$ cat src/rtl/acc_sat_unit.sv
module acc_sat_unit #(
  parameter int LANES = 8,
  parameter int W     = 16
) (
  input  logic [1:0]         mode,
  input  logic [LANES*W-1:0] acc_hi,
  input  logic [LANES*W-1:0] acc_mid,
  input  logic [LANES*W-1:0] acc_lo,
  output logic [LANES*W-1:0] result
);
  localparam logic [W-1:0] SMIN = {1'b1, {(W-1){1'b0}}};
  localparam logic [W-1:0] SMAX = {1'b0, {(W-1){1'b1}}};
  localparam logic [W-1:0] ONES = {W{1'b1}};
  localparam logic [W-1:0] ZERO = '0;

  for (genvar g = 0; g < LANES; g++) begin : g_lane
    logic [W-1:0] hi, mid, lo, sclamp, res;
    logic         under, over, hi_neg, hi_pos;

    assign hi  = acc_hi [g*W +: W];
    assign mid = acc_mid[g*W +: W];
    assign lo  = acc_lo [g*W +: W];

    assign hi_neg = hi[W-1];
    assign hi_pos = !hi[W-1] && (hi != ZERO);

    assign under = (hi_neg && (hi != ONES)) || (hi_neg && !mid[W-1]);
    assign over  = hi_pos || ((hi == ZERO) && mid[W-1]);

    assign sclamp = under ? SMIN : (over ? SMAX : mid);

    always_comb begin
      unique case (mode)
        2'b00: res = sclamp;
        2'b01: res = over ? ONES : (sclamp[W-1] ? ZERO : sclamp);
        2'b10: res = (under || over) ? (sclamp ^ SMIN) : lo;
        default: res = mid;
      endcase
    end

    assign result[g*W +: W] = res;

    always_comb begin
      if (mode == 2'b00 && hi_neg && hi != ONES)
        AST_SIGNED_LOW: assert (result[g*W +: W] == SMIN) else $error("signed low");
      if (mode == 2'b00 && hi_pos)
        AST_SIGNED_HIGH: assert (result[g*W +: W] == SMAX) else $error("signed high");
      if (mode == 2'b01 && hi_neg)
        AST_UNSIGNED_NEG: assert (result[g*W +: W] == ZERO) else $error("uns neg");
      if (mode == 2'b01 && hi_pos)
        AST_UNSIGNED_OVER: assert (result[g*W +: W] == ONES) else $error("uns over");
      if (mode == 2'b10 && hi == ZERO && !mid[W-1])
        AST_LOW_PASS: assert (result[g*W +: W] == lo) else $error("low pass");
      if (mode == 2'b10 && hi_neg && hi != ONES)
        AST_LOW_UNDER: assert (result[g*W +: W] == ZERO) else $error("low under");
      if (mode == 2'b11)
        AST_RAW_MID: assert (result[g*W +: W] == mid) else $error("raw mid");
    end
  end
endmodule

$ cat config.mk
export PLATFORM = sky130hd
export DESIGN_NAME = acc_sat_unit
export DESIGN_NICKNAME = d
export VERILOG_FILES = /design/src/rtl/acc_sat_unit.sv
export SDC_FILE = /design/constraint.sdc
export NUM_CORES = 1
export LEC_CHECK = 0
export ABC_AREA = 1
export BUFFER_PORTS_ARGS = -buffer_cell sky130_fd_sc_hd__buf_2
export CORE_AREA = 2 2 200 202
export DETAILED_ROUTE_END_ITERATION = 16
export DIE_AREA = 0 0 202 204
export SETUP_SLACK_MARGIN = 0.15
export SYNTH_ARGS = -nofsm -noshare
export SYNTH_HDL_FRONTEND = slang
export SYNTH_SLANG_ARGS = --single-unit
$ cat constraint.sdc
create_clock -name vclk -period 2.1
set_input_delay 0.42 -clock vclk [all_inputs]
set_output_delay 0.42 -clock vclk [all_outputs]
set_load 0.005 [all_outputs]
-- After elaboration in Yosys (flattened, before gate mapping)
Cells that the tools add are included.
- register bits after elaboration: 0
- bits of input ports: 386
- output and inout bits: 128
- logic and storage cells: 155
- bitwise operators: 8
- multiplexer cells: 48
- eq/ne operators: 10
- reduce and logical (&&, ||, !) cells: 89
- operators by type and width (cell ; count):
    $mux 16 ; 32
    $pmux 16 s3 ; 8
    $logic_not 16->1 ; 8
    $ne 16x16->1 const B ; 8
    $reduce_bool 16->1 ; 8
    $mux 15 ; 8
    $logic_and 1x1->1 ; 32
    $logic_or 1x1->1 ; 24
    $logic_not 1->1 ; 16
    $not 1->1 ; 8
    $eq 2x1->1 const B ; 1
    $eq 2x2->1 const B ; 1
    $logic_not 2->1 ; 1

-- Logic depth before layout (Yosys ltp)
Gate-level depths: netlist of the first run.
- depth after elaboration: 8
- depth in mapped cells: 11

-- Worst setup path before layout of the first run
OpenSTA, ideal clock, no wires.
- path kind: input port to output port
- start: input port mode[0]
- end: output port result[100]
- setup slack: 285 ps
- data required time: 1680 ps
- buffers on the path: 3
- cell stages on the path: 6
- data arrival time: 1395 ps
- cells stage by stage: buf_4 -> nor2_2 -> buf_2 -> clkbuf_1 -> nand3_1 -> nand4_1
- word-level cells in the longest chain between the ends: 2
- ends and longest elaborated chain (element ; RTL line ; RTL):
    from (decl) ; 5 ; input logic [1:0] mode,
    $eq 2x2->1 (tied with other cells) ; 33 ; unique case (mode)
    $pmux 16 s3 * ; 33 ;
    to (decl) ; 9 ; output logic [LANES*W-1:0] result
Every way passes the cells marked *; elsewhere a longest branch is shown, timed or not.

-- Worst setup path after layout of the first run
- start: input port acc_hi[85]
- end: output port result[85]
- word-level cells in the longest chain between the ends: 8
- ends and longest elaborated chain (element ; RTL line ; RTL):
    from (decl) ; 6 ; input logic [LANES*W-1:0] acc_hi,
    $reduce_bool 16->1 or $logic_not 16->1 (tied branches) ; -- ;
    $logic_and 1x1->1 (on tied branches) ; 25, 28 ;
    $logic_or 1x1->1 ; 28 ; assign over = hi_pos || ((hi == ZERO) && mid[W-1]);
    $mux 16 (2 in a row) ; 30 ; assign sclamp = under ? SMIN : (over ? SMAX : mid);
    $mux 15 ; 35 ; 2'b01: res = over ? ONES : (sclamp[W-1] ? ZERO : sclamp);
    $mux 16 ; 35 ;
    $pmux 16 s3 * ; 33 ;
Marked as above.

==> results of run 1 <==
[cell type report]
cell class / count / area, µm² / area share, %
Inverter: 179 / 714 / 5.12
Tap cell: 525 / 657 / 4.70
Timing Repair inverter: 2 / 15.0 / 0.108
Timing Repair Buffer: 713 / 6210 / 44.5
Multi-Input combinational cell: 1106 / 6360 / 45.5
Antenna cell: 3 / 7.51 / 0.0538
[stage by stage]
stage | std cells | hold WS, ps | setup slack [ps] | total power [mW]
after global routing | 2526 | 1130 | -257 | 3.04
final | 2528 | 1120 | -178 | 2.85
after global placement | 2425 | 1110 | -138 | 1.94
after detailed placement | 2425 | 1120 | -144 | 1.94
after floorplan | 1375 | 936 | 285 | 0.865
after CTS | 2501 | 1120 | -103 | 2.51
[cells in the final DEF (no fill, tap or decap), types with 19 or more instances in the layout]
cell type and instances:
buf_8 19, nand3_1 89, buf_6 152, nand2_4 39, buf_12 41, buf_4 71, buf_2 399, inv_1 161
nor2_1 64, nand2_2 63, o21ai_1 22, nand3_2 42, o21ai_2 58, nand4_1 174, nor2_2 37, nand2_1 447
nor2_4 42, buf_16 23
[power groups by stage]
| stage | Combinational [mW] | Sequential, mW | Clock, mW |
|---|---|---|---|
| 2_1_floorplan | 0.865 | 0 | 0 |
| 3_3_place_gp | 1.94 | 0 | 0 |
| 3_5_place_dp | 1.94 | 0 | 0 |
| 4_1_cts | 2.51 | 0 | 0 |
| 5_1_grt | 3.04 | 0 | 0.0000000637 |
| 6_report | 2.85 | 0 | 0.000000192 |
[repair_timing]
action / in CTS / in global routing
gates cloned: 28 / 4
pin swaps: 175 / 219
buffers inserted: 48 / 20
setup endpoints to repair: 128 / 128
resized for setup: 412 / 270
[kinds of logic (layout without fill, tap and decap cells)]
group,Yosys count,after routing,share of synthesized area (%)
buf+inv,269,894,18.1
simple gates,999,999,72.5
compound gates,107,107,9.40
other cells,0,3,0
[worst max-delay path by stage]
stage | startpoint | to | slack [ps] | depth (start not counted)
after floorplan | mode[0] | result[100] | 280 | 6
after global placement | acc_mid[95] | result[84] | -140 | 11
after detailed placement | acc_hi[26] | result[27] | -140 | 10
after CTS | acc_mid[95] | result[81] | -100 | 11
after global routing | acc_hi[85] | result[85] | -260 | 12
final | acc_hi[85] | result[85] | -180 | 12
[per-layer routing]
layer	part of all wire, %	track usage [%]	vias up
met4	4.6	6.99	4
li1	-	-	5761
met2	50	33.5	791
met3	8.6	2.68	149
met5	0.056	0	-
met1	37	22.1	5507
==> impl_results.md, run 1 <==
- Crit Path Class: input port to output port
- Sequential-to-total area share from yosys stat: 0%
- Share of power burned in registers: 0%
- Hold Crit Start: acc_mid[8]
- Clock power share: 0%
- Die height: 204 µm
- Hold EP: result[8]
- Cell with the most instances after synthesis: nand2_1
- Initial antenna violation count: 5
- Synth cell count leaders: 542 x nand2_1, 174 x nand4_1, 169 x inv_1
- Top-area cell type share of the netlist area: 33.1%
- Num rows: 73
- Via count: 12,212
- # fillers: 4,117
- Vias per cell: 4.83
- RSZ-0062 raised after global routing: true
- Nets: 2,388
- Period utilisation layout: 108%
- Max Clk Rate: 439 MHz
- P_sw: 1.44 mW
- PortBufs: 514
- Sequential cell count: 0
- P_leak: 7.12 nW
- Clock buffer cells: 0
- Post-Layout Inst Area: 14,000 µm²
- Top cells by area, synth: nand2_1 33%, nand4_1 18%, nand3_1 11%
- Drt initial violations: 1,103
- Startpoint types: input port
- Total track usage: 18.5%
- Crit path capture type: output port
- Post-Syn Area: 6140 µm²
- DR pass1 iterations: 6
- # IOs: 514
- Routed WL: 44.4 mm
- Status: complete, but fails checks
- Residual DRC count: 0
- P_int: 1.41 mW
- First-pass GRT wire length: 60.8 mm
- DP Area: 9980 µm²
- Maxcap violations: 0
- Wire length per cell: 17.6 µm
- Fin crit period: 2280 ps
- WP buf/inv: 5
- Syn Nets: 1,761
- Post-route ant nets: 0
- CP delay by family, top: buffers and inverters
- Setup TNS Final: -5040 ps
- Final core occ: 35.6%
- Hold depth: 4
- Placer congestion estimate: 0.929
- Vias in the first global route: 11,004
- Slowest stage delay, CP: 180 ps
- Placeable Area: 39,200 µm²
- Hold/Removal Path Class: input port to output port
- Max VDD drop: 101 µV
- Synthesized netlist cell count: 1,375
- CP Cell Sequence: buf_6 > nor2_2 > nand2_1 > nor2_1 > nand2_1 > nand2_2 > clkinvlp_4 > buf_12 > buf_6 > o21ai_2 > nand4_1 > buf_2
- Violated checks: setup timing
- Comb power frac: 100.0%
- Cell taking the most area after synthesis: nand2_1
- Setup violators final: 91
- Worst Tran Pin Value: 280 ps
- Synth cell types: 22
- Avg Synthesized Cell Area: 4.46 µm²
- Max-slew violations: 0
- Post-DP HPWL: 29.3 mm
- Crit path arrival time: 1860 ps
- Power Density: 204 nW/µm²
- Final WS setup: -178 ps
- CTS Hold Buffers Added: 0
- Syn. warnings: 0
- Crit path max fanout: 7
- P&R area growth vs syn: 128%
- Final Hold Viols: 0
- Initial cell density of the core: 15.7%
- Sw frac: 50.4%
- Slowest stage cell, crit path: buf_2
- Layout cells sized above 1: 51.5%
- Critical Path RT: 1680 ps
- Width of the die: 202 µm
- Die area: 41,200 µm²
- Reg area: 0 µm²
- Largest net degree at the start of global routing: 45
- Slew margin rel.: 81.3%
- GRT overflow: 0
No activity file was read; power rests on OpenSTA's default activity.
==> run 2: changes to the inputs <==
Settings changed: CORE_AREA 2 2 200 202 to 4 4 196 198, DIE_AREA 0 0 202 204 to 0 0 200 202, PLACE_DENSITY set to 0.45, TNS_END_PERCENT set to 5.
==> run 2 against run 1 <==
Compared with the run above: the run still ends with setup timing left; combinational power fell by 20%; sequential cell count did not move; via count decreased by 7.2%; cell area is 19% lower; largest power group unchanged; highest routed layer unchanged.
==> impl_results.md, run 2 (synthesis results as in run 1) <==
- Crit path arrival time: 1740 ps
- Hold depth: 4
- Largest net degree at the start of global routing: 44
- PortBufs: 514
- # IOs: 514
- Residual DRC count: 0
- Post-Layout Inst Area: 11,300 µm²
- Status: complete, but fails checks
- Total track usage: 17.8%
- Wire length per cell: 16.8 µm
- Num rows: 70
- Vias per cell: 4.72
- Width of the die: 200 µm
- Routed WL: 40.2 mm
- Dpl cells: 2,378
- Initial cell density of the core: 16.8%
- CTS Hold Buffers Added: 0
- Critical Path RT: 1680 ps
- Post-route ant nets: 0
- P&R area growth vs syn: 83.9%
- Crit Path Class: input port to output port
- RSZ-0062 raised after global routing: true
- GR Util met2: 32.8%
- Hold Crit Start: acc_mid[73]
- Via count: 11,335
- Clock buffer cells: 0
- Hold EP: result[73]
- DR pass1 iterations: 9
- Sequential cell count: 0
- Placeable Area: 36,500 µm²
- Max VDD drop: 72.2 µV
- Nets: 2,317
- Reg area: 0 µm²
- Setup violators final: 10
- Worst Tran Pin Value: 382 ps
- Most frequent cells in the layout: 526 x nand2_1, 448 x buf_2, 174 x nand4_1
- GRT overflow: 0
- Period utilisation layout: 103%
- Slowest stage cell, crit path: clkinvlp_4
- Slew margin rel.: 74.5%
- Slowest stage delay, CP: 250 ps
- Grt met3 use: 2.78%
- Final WS setup: -57.3 ps
- Fin crit period: 2160 ps
- P_leak: 6.09 nW
- GRT met1 Usage: 21.4%
- Startpoint types: input port
- CP Cell Sequence: buf_2 > nor2_1 > nand2_1 > nor2_1 > nand2_1 > nand2_4 > clkinvlp_4 > o21ai_2 > nand4_1 > buf_2
- Violated checks: setup timing
- Post-route insts no fill: 2,399
- Crit path max fanout: 8
- Power Density: 202 nW/µm²
- Vias in the first global route: 10,691
- Initial antenna violation count: 4
- Max Clk Rate: 464 MHz
- Post-DP HPWL: 31.4 mm
- Die height: 202 µm
- Gr busiest metal: met2
- Max-slew violations: 0
- Placer congestion estimate: 0.889
- Maxcap violations: 0
- # fillers: 4,174
- Drt initial violations: 591
- Hold/Removal Path Class: input port to output port
- Layout cells sized above 1: 40.3%
- Final Hold Viols: 0
- Die area: 40,400 µm²
- Crit path capture type: output port
- DP Area: 10,000 µm²
- First-pass GRT wire length: 58.6 mm
- Commonest non-fill, non-tap cell in the layout: nand2_1
- Overall power: 2.28 mW
- Setup TNS Final: -333 ps
==> run 2: worst max-delay path, delay by kind of cell <==
kind,cells,cell delay (ps)
compound gates,1,190
simple gates,6,590
buf+inv,3,520
==> run 2: per-layer routing <==
layer | share of wire (%) | up-vias | routed length [µm]
met5 | 0.099 | - | 40
met4 | 2.4 | 6 | 977
met3 | 7.7 | 64 | 3100
met2 | 50 | 488 | 20100
met1 | 40 | 5170 | 16000
li1 | - | 5607 | -
==> run 2: layout make-up <==
class	instances	area [µm²]	area share, %
repair buffers	641	4530	40.1
diodes	2	5.00	0.0444
repair inverters	2	15.0	0.133
multi-input cells	1107	5440	48.2
inverters	179	711	6.30
well taps	468	586	5.19
==> run 2: what timing repair did <==
item                                    in CTS  in global routing
pin swaps                                  113                 84
endpoints found under the setup margin     128                128
cloned                                       7                  2
gates resized for setup                    168                138
setup buffers                               10                  0
==> run 2: worst max-delay path by stage <==
stage / start / to / depth (start not counted)
2_1_floorplan: mode[0] / result[100] / 6
3_3_place_gp: acc_hi[124] / result[116] / 10
3_5_place_dp: acc_hi[124] / result[118] / 10
4_1_cts: acc_hi[121] / result[116] / 11
5_1_grt: acc_hi[25] / result[23] / 10
6_report: acc_mid[31] / result[23] / 10
==> run 2: through the flow <==
stage                     hold WS [ps]  util (%)  worst slack, ps
final                             1120      30.9            -57.3
after global routing              1150      30.9             -162
after CTS                         1130      29.8            -42.0
after detailed placement          1130      27.4             -265
after global placement            1120      27.4             -256
after floorplan                    936         -              285
==> run 2: power breakdown <==
part	internal (mW)	switching [mW]	total, mW
clock	0.000000127	0	0.000000127
sequential	0	0	0
combinational	1.07	1.21	2.28
total	1.07	1.21	2.28
==> run 3: changes to the inputs <==
Settings changed: ABC_AREA 1 to 0, CORE_AREA 4 4 196 198 to 4 4 197 199, DIE_AREA 0 0 200 202 to 0 0 201 203, PLACE_DENSITY 0.45 to 0.37.
==> run 3 against run 2 <==
Compared with the run above: the run still ends with setup timing left; critical path depth down 2; via count shrank 39%; cell count decreased by 33%; critical path type unchanged; largest cell class is now non-clock buffers; largest power group unchanged.
==> impl_results.md, run 3 <==
- Status: complete, but fails checks
- Violated checks: setup timing
- Syn Nets: 954
- P&R area growth vs syn: 141%
- Worst Tran Pin Value: 547 ps
- RSZ-0062 raised after global routing: true
- Reg area: 0 µm²
- Initial cell density of the core: 9.41%
- Crit path max fanout: 5
- Startpoint types: input port
- Most frequent CP cell: buf_4
- Slowest stage delay, CP: 350 ps
- Crit Path Class: input port to output port
- Via count: 6,965
- Top-area cell type share of the netlist area: 27.8%
- # fillers: 4,226
- Wire length per cell: 17.9 µm
- Largest net degree at the start of global routing: 23
- Max VDD drop: 81.3 µV
- GRT overflow: 0
- Nets: 1,523
- Layout cells sized above 1: 64.7%
- Crit path arrival time: 1980 ps
- Final Hold Viols: 0
- CTS Hold Buffers Added: 0
- Setup crit start: acc_hi[83]
- Final core occ: 22.6%
- Die area: 40,800 µm²
- Num rows: 71
- Worst hold margin: 1140 ps
- Max Clk Rate: 417 MHz
- Sequential-to-total area share from yosys stat: 0%
- Period utilisation layout: 114%
- PortBufs: 514
- Critical Path RT: 1680 ps
- P_leak: 4.14 nW
- Post-route ant nets: 0
- Synth cell types: 34
- Fin crit period: 2400 ps
- Hold depth: 3
- CP delay by family, top: compound AO/OA/AOI/OAI gates
- WP buf/inv: 4
- Crit path capture type: output port
- Routed WL: 28.8 mm
- Commonest non-fill, non-tap cell in the layout: buf_2
- Hold/Removal Path Class: input port to output port
- Hold Crit Start: acc_lo[91]
- Placeable Area: 37,200 µm²
- Hold EP: result[91]
- Area of the multi-input gates: 3630 µm²
- Synthesized netlist cell count: 568
- # IOs: 514
- Syn. warnings: 0
- Post-Syn Area: 3500 µm²
- Sequential cell count: 0
- Initial antenna violation count: 1
- ANT cells: 0
- Pre-CTS WS: -553 ps
- Cell taking the most area after synthesis: o32ai_1
- Maxcap violations: 0
- Slowest stage cell, crit path: o41ai_4
- Power Density: 222 nW/µm²
- Drt initial violations: 245
- Max-slew violations: 0
- First-pass GRT wire length: 41.4 mm
- Avg Synthesized Cell Area: 6.16 µm²
- Total track usage: 12.6%
- Clock buffer cells: 0
- Final WS setup: -296 ps
- Vias in the first global route: 7,186
- Most frequent cells in the layout: 471 x buf_2, 111 x nor2_1, 111 x inv_1
- Slew margin rel.: 63.4%
- CP Cell Sequence: buf_6 > nand4_1 > buf_4 > o41ai_4 > o211ai_1 > buf_4 > o32ai_2 > buf_2
- Setup violators final: 109
- Setup TNS Final: -14,100 ps
- DR pass1 iterations: 4
- Die height: 203 µm
- Top cells by area, synth: o32ai_1 28%, inv_1 12%, nor2_1 12%
- Post-DP HPWL: 24.4 mm
- Overall power: 1.87 mW
- Width of the die: 201 µm
- Vias per cell: 4.33
- Placer congestion estimate: 0.814
- Synth cell count leaders: 112 x inv_1, 112 x nor2_1, 111 x o32ai_1
- Residual DRC count: 0
[run 3: changes by cell type after synthesis, moves of 19 or more]
cell / change
inv_1: -57
o21ai_0: -74
nand3_1: -121
buf_2: -24
o32ai_1: +111
o211ai_1: +19
nand2_1: -528
nand4_1: -142
nor4_1: +31
nor2_1: -22
[run 3: worst min-delay path, stage by stage]
cell	delay, ps
buf_2	80
a221o_1	130
buf_2	100
[run 3: layout make-up]
cell class	count	share of cell area, %
repair buffers	611	44.8
multi-input cells	411	43.1
inverters	113	5.03
well taps	474	7.04
[run 3: per-layer routing]
metal	global-route usage, %	vias to the layer above	wire length, µm
met1	15.1	3226	11700
li1	-	3367	-
met3	2.03	22	1870
met5	0	-	0
met4	1.82	0	459
met2	24.1	350	14800
[run 3: per-stage QoR]
step,cell area (µm²),cells
detailed placement,7200,1602
finish,8430,1609
floorplan,3500,568
CTS,8000,1607
global placement,7200,1602
global route,8430,1609
[run 3: worst max path at each step]
| stage | endpoint | cells past startpoint |
|---|---|---|
| finish | result[81] | 8 |
| global route | result[81] | 8 |
| CTS | result[88] | 8 |
| detailed placement | result[41] | 8 |
| global placement | result[46] | 8 |
| floorplan | result[48] | 5 |
[run 3: timing repair]
action,CTS,global route
cloned,2,0
buffers inserted,3,2
endpoints found under the setup margin,128,128
pin swaps,57,48
gates resized for setup,124,67
[run 3: cells by family after synthesis]
kind of cell           synth area share (%)
buffers and inverters                  19.3
and+or+nand+nor                        29.2
AOI/OAI and AO/OA                      50.6
muxes                                 0.858
[run 3: power breakdown]
part           switching (mW)  internal, mW  total (mW)
clock                       0             0           0
combinational           0.909         0.959        1.87
sequential                  0             0           0
total                   0.909         0.959        1.87
